--- config.mk ---
export PLATFORM = sky130hd
export DESIGN_NAME = prot_fault_ctrl
export DESIGN_NICKNAME = d
export VERILOG_FILES = /design/src/rtl/prot_pkg.sv /design/src/rtl/prot_arm.sv /design/src/rtl/prot_evt_bank.sv /design/src/rtl/prot_regs.sv /design/src/rtl/prot_fault_ctrl.sv
export SDC_FILE = /design/constraint.sdc
export NUM_CORES = 1
export LEC_CHECK = 0
export BUFFER_PORTS_ARGS = -buffer_cell sky130_fd_sc_hd__buf_4
export CORE_MARGIN = 3
export CORE_UTILIZATION = 39
export CTS_CLUSTER_SIZE = 8
export DETAILED_ROUTE_END_ITERATION = 8
export GPL_TIMING_DRIVEN = 0
export PLACE_DENSITY_LB_ADDON = 0.12
export REMOVE_ABC_BUFFERS = 1
export SYNTH_ARGS = -nofsm -noshare
export SYNTH_HDL_FRONTEND = slang
export SYNTH_SLANG_ARGS = --single-unit
export TNS_END_PERCENT = 50
--- constraint.sdc ---
create_clock -name clk -period 2.5 [get_ports clk]
set_input_delay 0 -clock clk [delete_from_list [all_inputs] [get_ports clk]]
set_output_delay 0 -clock clk [all_outputs]
set_load 0.01 [all_outputs]
--- src/rtl/prot_pkg.sv ---
package prot_pkg;
  localparam int NEV    = 9;
  localparam int ADDR_W = 3;
  localparam int UC_IDX = 8;

  typedef enum logic [1:0] {
    ST_BATT = 2'd0,
    ST_IDLE = 2'd1,
    ST_SOFT = 2'd2,
    ST_RUN  = 2'd3
  } op_state_e;

  // arming classes
  localparam logic [NEV-1:0] CLS_SUPPLY = 9'h01F; // armed with input present
  localparam logic [NEV-1:0] CLS_CHG    = 9'h0E0; // armed in soft-start and run
  localparam logic [NEV-1:0] CLS_RUN    = 9'h100; // armed after soft-start only
  localparam logic [NEV-1:0] UC_BIT     = 9'h100;
  localparam logic [NEV-1:0] FAULT_SET  = ~UC_BIT; // events that drop charge-enable

  localparam logic [ADDR_W-1:0] A_CTRL = 3'd0;
  localparam logic [ADDR_W-1:0] A_STAT = 3'd1;
  localparam logic [ADDR_W-1:0] A_FLAG = 3'd2;
  localparam logic [ADDR_W-1:0] A_MASK = 3'd3;
  localparam logic [ADDR_W-1:0] A_DIS  = 3'd4;
endpackage

--- src/rtl/prot_arm.sv ---
module prot_arm
  import prot_pkg::*;
#(
  parameter int N = NEV
) (
  input  logic [1:0]   op_state,
  output logic [N-1:0] armed
);
  op_state_e st;
  assign st = op_state_e'(op_state);

  for (genvar i = 0; i < N; i++) begin : g_ev
    if (CLS_SUPPLY[i]) begin : g_sup
      assign armed[i] = (st != ST_BATT);
    end else if (CLS_CHG[i]) begin : g_chg
      assign armed[i] = (st == ST_SOFT) || (st == ST_RUN);
    end else begin : g_run
      assign armed[i] = (st == ST_RUN);
    end
  end
endmodule

--- src/rtl/prot_evt_bank.sv ---
module prot_evt_bank #(
  parameter int N = prot_pkg::NEV
) (
  input  logic         clk,
  input  logic         rst_n,
  input  logic [N-1:0] raw,
  input  logic [N-1:0] armed,
  input  logic [N-1:0] hold,
  input  logic         flag_clr,
  output logic [N-1:0] stat,
  output logic [N-1:0] flag
);
  logic [N-1:0] stat_d, rise;

  for (genvar i = 0; i < N; i++) begin : g_bit
    assign stat_d[i] = raw[i] & armed[i] & ~hold[i];
    assign rise[i]   = stat_d[i] & ~stat[i];

    always_ff @(posedge clk or negedge rst_n) begin
      if (!rst_n) begin
        stat[i] <= 1'b0;
        flag[i] <= 1'b0;
      end else begin
        stat[i] <= stat_d[i];
        flag[i] <= ((flag[i] & ~flag_clr) | rise[i]) & ~hold[i];
      end
    end
  end

  p_unarmed_quiet_r2: assert property (@(posedge clk) disable iff (!rst_n)
    (armed == '0) |=> (stat == '0));
  p_flag_on_rise_r4: assert property (@(posedge clk) disable iff (!rst_n)
    ((stat & ~$past(stat) & ~flag) == '0));
  p_hold_silent_r7: assert property (@(posedge clk) disable iff (!rst_n)
    $past(hold) == hold |-> (((stat | flag) & hold) == '0));
endmodule

--- src/rtl/prot_regs.sv ---
module prot_regs
  import prot_pkg::*;
#(
  parameter int N  = NEV,
  parameter int AW = ADDR_W
) (
  input  logic          clk,
  input  logic          rst_n,
  input  logic [AW-1:0] addr,
  input  logic          wr,
  input  logic [N-1:0]  wdata,
  input  logic          rd,
  input  logic [N-1:0]  stat,
  input  logic [N-1:0]  flag,
  input  logic          fault_hit,
  output logic [N-1:0]  mask,
  output logic [N-1:0]  dis,
  output logic          chg_en,
  output logic          flag_clr,
  output logic          rd_valid,
  output logic [N-1:0]  rd_data
);
  logic [N-1:0] rd_mux;

  assign flag_clr = rd && (addr == A_FLAG);

  always_comb begin
    rd_mux = '0;
    case (addr)
      A_CTRL:  rd_mux[0] = chg_en;
      A_STAT:  rd_mux = stat;
      A_FLAG:  rd_mux = flag;
      A_MASK:  rd_mux = mask;
      A_DIS:   rd_mux = dis;
      default: rd_mux = '0;
    endcase
  end

  always_ff @(posedge clk or negedge rst_n) begin
    if (!rst_n) begin
      mask     <= '0;
      dis      <= '0;
      chg_en   <= 1'b0;
      rd_valid <= 1'b0;
      rd_data  <= '0;
    end else begin
      rd_valid <= rd;
      if (rd) rd_data <= rd_mux;
      if (wr && addr == A_MASK) mask <= wdata;
      if (wr && addr == A_DIS)  dis  <= wdata;
      if (fault_hit)                   chg_en <= 1'b0;
      else if (wr && addr == A_CTRL)   chg_en <= wdata[0];
    end
  end

  p_fault_drops_chg_r9: assert property (@(posedge clk) disable iff (!rst_n)
    fault_hit |=> !chg_en);
  p_read_latency_r11: assert property (@(posedge clk) disable iff (!rst_n)
    rd |=> rd_valid);
endmodule

--- src/rtl/prot_fault_ctrl.sv ---
module prot_fault_ctrl
  import prot_pkg::*;
(
  input  logic              clk,
  input  logic              rst_n,
  input  logic [1:0]        op_state,
  input  logic [NEV-1:0]    evt_raw,
  input  logic [ADDR_W-1:0] reg_addr,
  input  logic              reg_wr,
  input  logic [NEV-1:0]    reg_wdata,
  input  logic              reg_rd,
  output logic              rd_valid,
  output logic [NEV-1:0]    rd_data,
  output logic              irq_n,
  output logic              chg_en,
  output logic              sw_on
);
  logic [NEV-1:0] armed, stat, flag, mask, dis, hold, shut;
  logic           flag_clr, fault_hit;

  prot_arm #(.N(NEV)) u_arm (
    .op_state (op_state),
    .armed    (armed)
  );

  // undercurrent keeps reporting when disabled; others go silent
  assign hold = dis & ~UC_BIT;

  prot_evt_bank #(.N(NEV)) u_bank (
    .clk      (clk),
    .rst_n    (rst_n),
    .raw      (evt_raw),
    .armed    (armed),
    .hold     (hold),
    .flag_clr (flag_clr),
    .stat     (stat),
    .flag     (flag)
  );

  assign fault_hit = |(stat & FAULT_SET);

  prot_regs #(.N(NEV), .AW(ADDR_W)) u_regs (
    .clk       (clk),
    .rst_n     (rst_n),
    .addr      (reg_addr),
    .wr        (reg_wr),
    .wdata     (reg_wdata),
    .rd        (reg_rd),
    .stat      (stat),
    .flag      (flag),
    .fault_hit (fault_hit),
    .mask      (mask),
    .dis       (dis),
    .chg_en    (chg_en),
    .flag_clr  (flag_clr),
    .rd_valid  (rd_valid),
    .rd_data   (rd_data)
  );

  assign shut  = stat & ~dis;
  assign sw_on = chg_en & ~(|shut);
  assign irq_n = ~(|(flag & ~mask));

  p_shut_blocks_switch_r9: assert property (@(posedge clk) disable iff (!rst_n)
    (|shut) |-> !sw_on);
  p_masked_no_irq_r5: assert property (@(posedge clk) disable iff (!rst_n)
    ((flag & ~mask) == '0) |-> irq_n);
  p_chg_sticky_r10: assert property (@(posedge clk) disable iff (!rst_n)
    ($past(!chg_en) && !(($past(reg_wr)) && $past(reg_addr) == A_CTRL)) |-> !chg_en);
endmodule

Word level (Yosys, flattened, before mapping)
Index checks and enable logic that the tools add are counted.
Storage, ports and cells
  register bits after elaboration: 47
  output and inout bits: 13
  input port bits: 27
Operators by class
  multiplexer cells: 4
  eq/ne operators: 6
  bitwise gates (word level): 77
  reduce and logical (&&, ||, !) cells: 11
Operators by type and width (number)
  bitwise AND 1 bit: 44
  one-hot mux 8 bit (4 select lines): 1
  NOT 1 bit: 20
  bitwise AND 9 bit: 2
  NOT 9 bit: 2
  OR reduction 9 bit: 2
  OR 1 bit: 9
  OR reduction 8 bit: 1
  == test 3 x 2 -> 1 bit, second input constant: 2
  one-hot mux 1 bit (5 select lines): 1
  == test 2 bit, second input constant: 2
  logical AND 1 bit: 4
  nonzero test 2 bit: 2
  == test 3 x 1 -> 1 bit, second input constant: 1
  == test 3 bit, second input constant: 1
  logical NOT 3 bit: 1
  two-way mux 1 bit: 2
  logical OR 1 bit: 1

Depth between registers and ports, before layout
  word-level depth: 7
  gate-level depth with buffers: 5

By module
Synthesis repeated with hierarchy kept, for this count alone.
Unflattened totals
  cells, all modules: 226
  area, all modules: 2408.6 um^2
Modules (own cells, without submodules)
  prot_regs: instances 1, seq. area each 725.7 um^2, cells each 132, area each 1510.2 um^2
  prot_evt_bank: instances 1, seq. area each 450.4 um^2, cells each 54, area each 664.4 um^2
  prot_fault_ctrl: instances 1, seq. area each 0.0 um^2, cells each 31, area each 171.4 um^2
  prot_arm: instances 1, seq. area each 0.0 um^2, cells each 9, area each 62.6 um^2

Worst setup path before layout
OpenSTA, ideal clock, no wires.
  kind: register to register
  start: register u_regs.chg_en
  end: register u_regs.rd_data[0]
  setup slack: 1356 ps
  setup time: 141 ps
  cell stages (with the launch flop): 4
  period minus slack after synthesis: 1144 ps
  arrival: 1003 ps
  cell sequence: dfrtp_1 -> mux4_2 -> nand2b_1 -> a31oi_1
Between the ends
  longest elaborated chain between the ends: 1
Ends and longest elaborated chain
  from (decl): RTL line prot_regs.sv:18  | output logic chg_en,
  from (signal assigned): RTL line prot_regs.sv:52  | else if (wr && addr == A_CTRL) chg_en <= wdata[0];
  one-hot mux 1 bit (5 select lines): RTL line prot_regs.sv:29  | case (addr)
  to (signal assigned): RTL line prot_regs.sv:48  | if (rd) rd_data <= rd_mux;
  to (decl): RTL line prot_regs.sv:21  | output logic [N-1:0] rd_data
No other way between the ends.
A chain may end at the register's enable or synchronous reset.

Worst setup path in the final report
  start: register u_bank.stat[5]
  end: output port sw_on
Between the ends
  longest elaborated chain between the ends: 4
Ends and longest elaborated chain
  from (decl): RTL line prot_evt_bank.sv:10  | output logic [N-1:0] stat,
  from (signal, indexed assignment): RTL line prot_evt_bank.sv:24  | stat[i] <= stat_d[i];
  bitwise AND 9 bit: RTL line prot_fault_ctrl.sv:60  | assign shut = stat & ~dis;
  OR reduction 9 bit: RTL line prot_fault_ctrl.sv:61  | assign sw_on = chg_en & ~(|shut);
  NOT 1 bit: RTL line prot_fault_ctrl.sv:61
  bitwise AND 1 bit: RTL line prot_fault_ctrl.sv:61
  to (decl): RTL line prot_fault_ctrl.sv:16  | output logic sw_on
No other way between the ends.

==> metrics.txt <==
CP startpoint kind flip-flop; RSZ-0062 raised after global routing false; cell taking the most area after synthesis dfrtp_1; crit share post-route 0.599; Core Rows 26; Max Slew Vio Count 0; first-pass GRT wire length 8800 µm; pwr dens between 600 and 700 nW/µm²; Remaining DRCs 0; sequential fraction of the synthesis area 0.543; fmax 668 MHz; R2R Path Start u_regs.chg_en; Max VDD drop 0.333 mV; CTS Buf Count 5; I/O Buffers 39; Max-cap violations 0; syn avg cell area between 10 and 15 µm²; antenna viol nets, final 0; Final Hold Fails 0; CTS Root Cell clkbuf_8; I/O pin cnt 40; Post-synth EDFFs 0; Total Routing Usage GR 0.181; final setup fails 0; placed wire-length estimate between 3000 and 4000 µm; Setup TNS 0 ns; # clock sinks 47; Max clock buf depth 2; relative slew slack 0.523; Synth Warn # 0; DR pass1 iterations 4; Area growth, synth to finish 30.6%; synthesized instance count 200; RD Place Congestion 0.828; LEAKAGE 1.28 nW; vias in the first global route between 1500 and 2000; Hold WC Path Type primary input to flip-flop; via/cell ratio 5.21; most frequent cells in the layout dfrtp_1, buf_4, inv_1; Critical Path AT 1.50 ns; CTS tree built; Design Power about 1.9 mW; Worst-Skew Late Latency around 0.31 ns; initial antenna violation count 0; commonest non-fill, non-tap cell in the layout dfrtp_1; r2r setup slk 1.32 ns; Synth area leaders dfrtp_1, mux2_1, a22oi_1, inv_1, nor2_1; synthesized area 2160 µm²; post-synth top area share 0.543; WHS Path Cells 3; H-tree levels 2; die area ~6500 µm²; Clock Skews 0.00848 ns; WHS Endpoint u_bank.stat[7]; diodes inserted 0; Tmin final 1.50 ns; largest net degree at the start of global routing 48; Synth async-reset ratio 1.00; R2R Path End u_regs.rd_data[0]; DRT iter0 DRCs between 90 and 100; Initial Utilization 0.413; core area 5240 µm²; CP endpoint kind primary output; outcome complete, no violations; layout cells sized above 1 0.195; die width 80.5 µm; wire length per cell around 16 µm; GRT overflow 0; Final Core Density 0.540; CP max FO 3; R2R cell count 3; required time worst endpoint 2.50 ns; Synth cell types 35; post-synthesis register bit count 47; Worst Max-Slew Pin Slew 0.714 ns; vias about 1700; Top FF cell, synth dfrtp_1; final WL 5430 µm; critical path type flip-flop to primary output; die height 80.5 µm; hold wc startpoint op_state[1]; Worst-path clk slew 0.09 ns; layout net count 287; post-CTS setup buffers 0
==> cells in the mapped netlist (2+ instances only) <==
| library cell | count |
|---|---|
| clkbuf_1 | 2 |
| a32o_1 | 2 |
| dfrtp_1 | 47 |
| a21oi_1 | 6 |
| o21ai_1 | 8 |
| nor2_1 | 20 |
| nor4_1 | 3 |
| o21a_1 | 8 |
| o22ai_1 | 12 |
| nand2b_1 | 3 |
| nor2b_1 | 2 |
| inv_1 | 26 |
| and3_1 | 4 |
| nand3b_1 | 2 |
| a22oi_1 | 16 |
| mux2_1 | 16 |
| buf_2 | 2 |
| nand2_1 | 4 |
==> critical path, stage by stage, from the launching register on <==
cell and delay, ns:
dfrtp_1 0.43, inv_1 0.08, o22ai_1 0.08, nor4_1 0.40
buf_4 0.20
==> metrics by stage <==
step | setup slack (ns) | std cells | cell area [µm²] | hold slack [ns]
floorplan | 1.33 | 194 | 2130 | -0.296
global placement | 0.700 | 303 | 2510 | 0.0490
detailed placement | 0.688 | 303 | 2510 | 0.0431
CTS | 1.01 | 331 | 2830 | 0.0122
global route | 0.890 | 331 | 2830 | 0.0337
finish | 1.00 | 331 | 2830 | 0.0143
==> routing by layer <==
layer  part of all wire  global-route usage  vias up
met1               0.46               0.238      836
li1                   -                   -      831
met3              0.062              0.0348        7
met5                  0                   0        -
met4              0.012              0.0642        0
met2               0.47               0.298       51
==> timing repair <==
action	4_1_cts	5_1_grt
resized for setup	0	0
hold buffers	20	0
endpoints found under the hold margin	84	0
==> worst max-delay path by stage <==
stage                         from            end  slack (ns)
floorplan              reg_addr[0]  u_regs.dis[0]        1.33
CTS                    reg_addr[2]  u_regs.dis[1]        1.01
finish              u_bank.stat[5]          sw_on        1.00
global placement       reg_addr[2]  u_regs.dis[2]        0.70
detailed placement     reg_addr[2]  u_regs.dis[1]        0.69
global route        u_bank.stat[5]          sw_on        0.89
==> cells by family (layout without fill, tap and decap cells) <==
logic type,Yosys count,after routing,synth area share
DFF,47,47,0.543
and+or+nand+nor,45,45,0.114
buffers and inverters,32,93,0.0619
muxes,18,18,0.0983
AOI/OAI and AO/OA,58,58,0.183
==> registers in the layout (all words and copies together), names as in the netlist <==
signal	cells
u_regs.rd_data	9
u_regs.dis	9
u_bank.flag	9
u_regs.chg_en	1
u_bank.stat	9
u_regs.rd_valid	1
u_regs.mask	9
==> power breakdown <==
part | leakage [nW] | internal (mW) | switching (mW)
Clock | 0.0612 | 0.324 | 0.259
Combinational | 0.623 | 0.198 | 0.166
Sequential | 0.595 | 0.883 | 0.118
Total | 1.28 | 1.41 | 0.543
==> layout make-up <==
cell class,instances,area (µm²)
multi-input cells,121,855
repair buffers,59,493
clock buffers,6,82.6
inverters,26,97.6
flip-flops and latches,47,1180
fillers,482,2410
well taps,70,87.6
clock inverters,2,35.0
(Power assumes the default switching activity.)
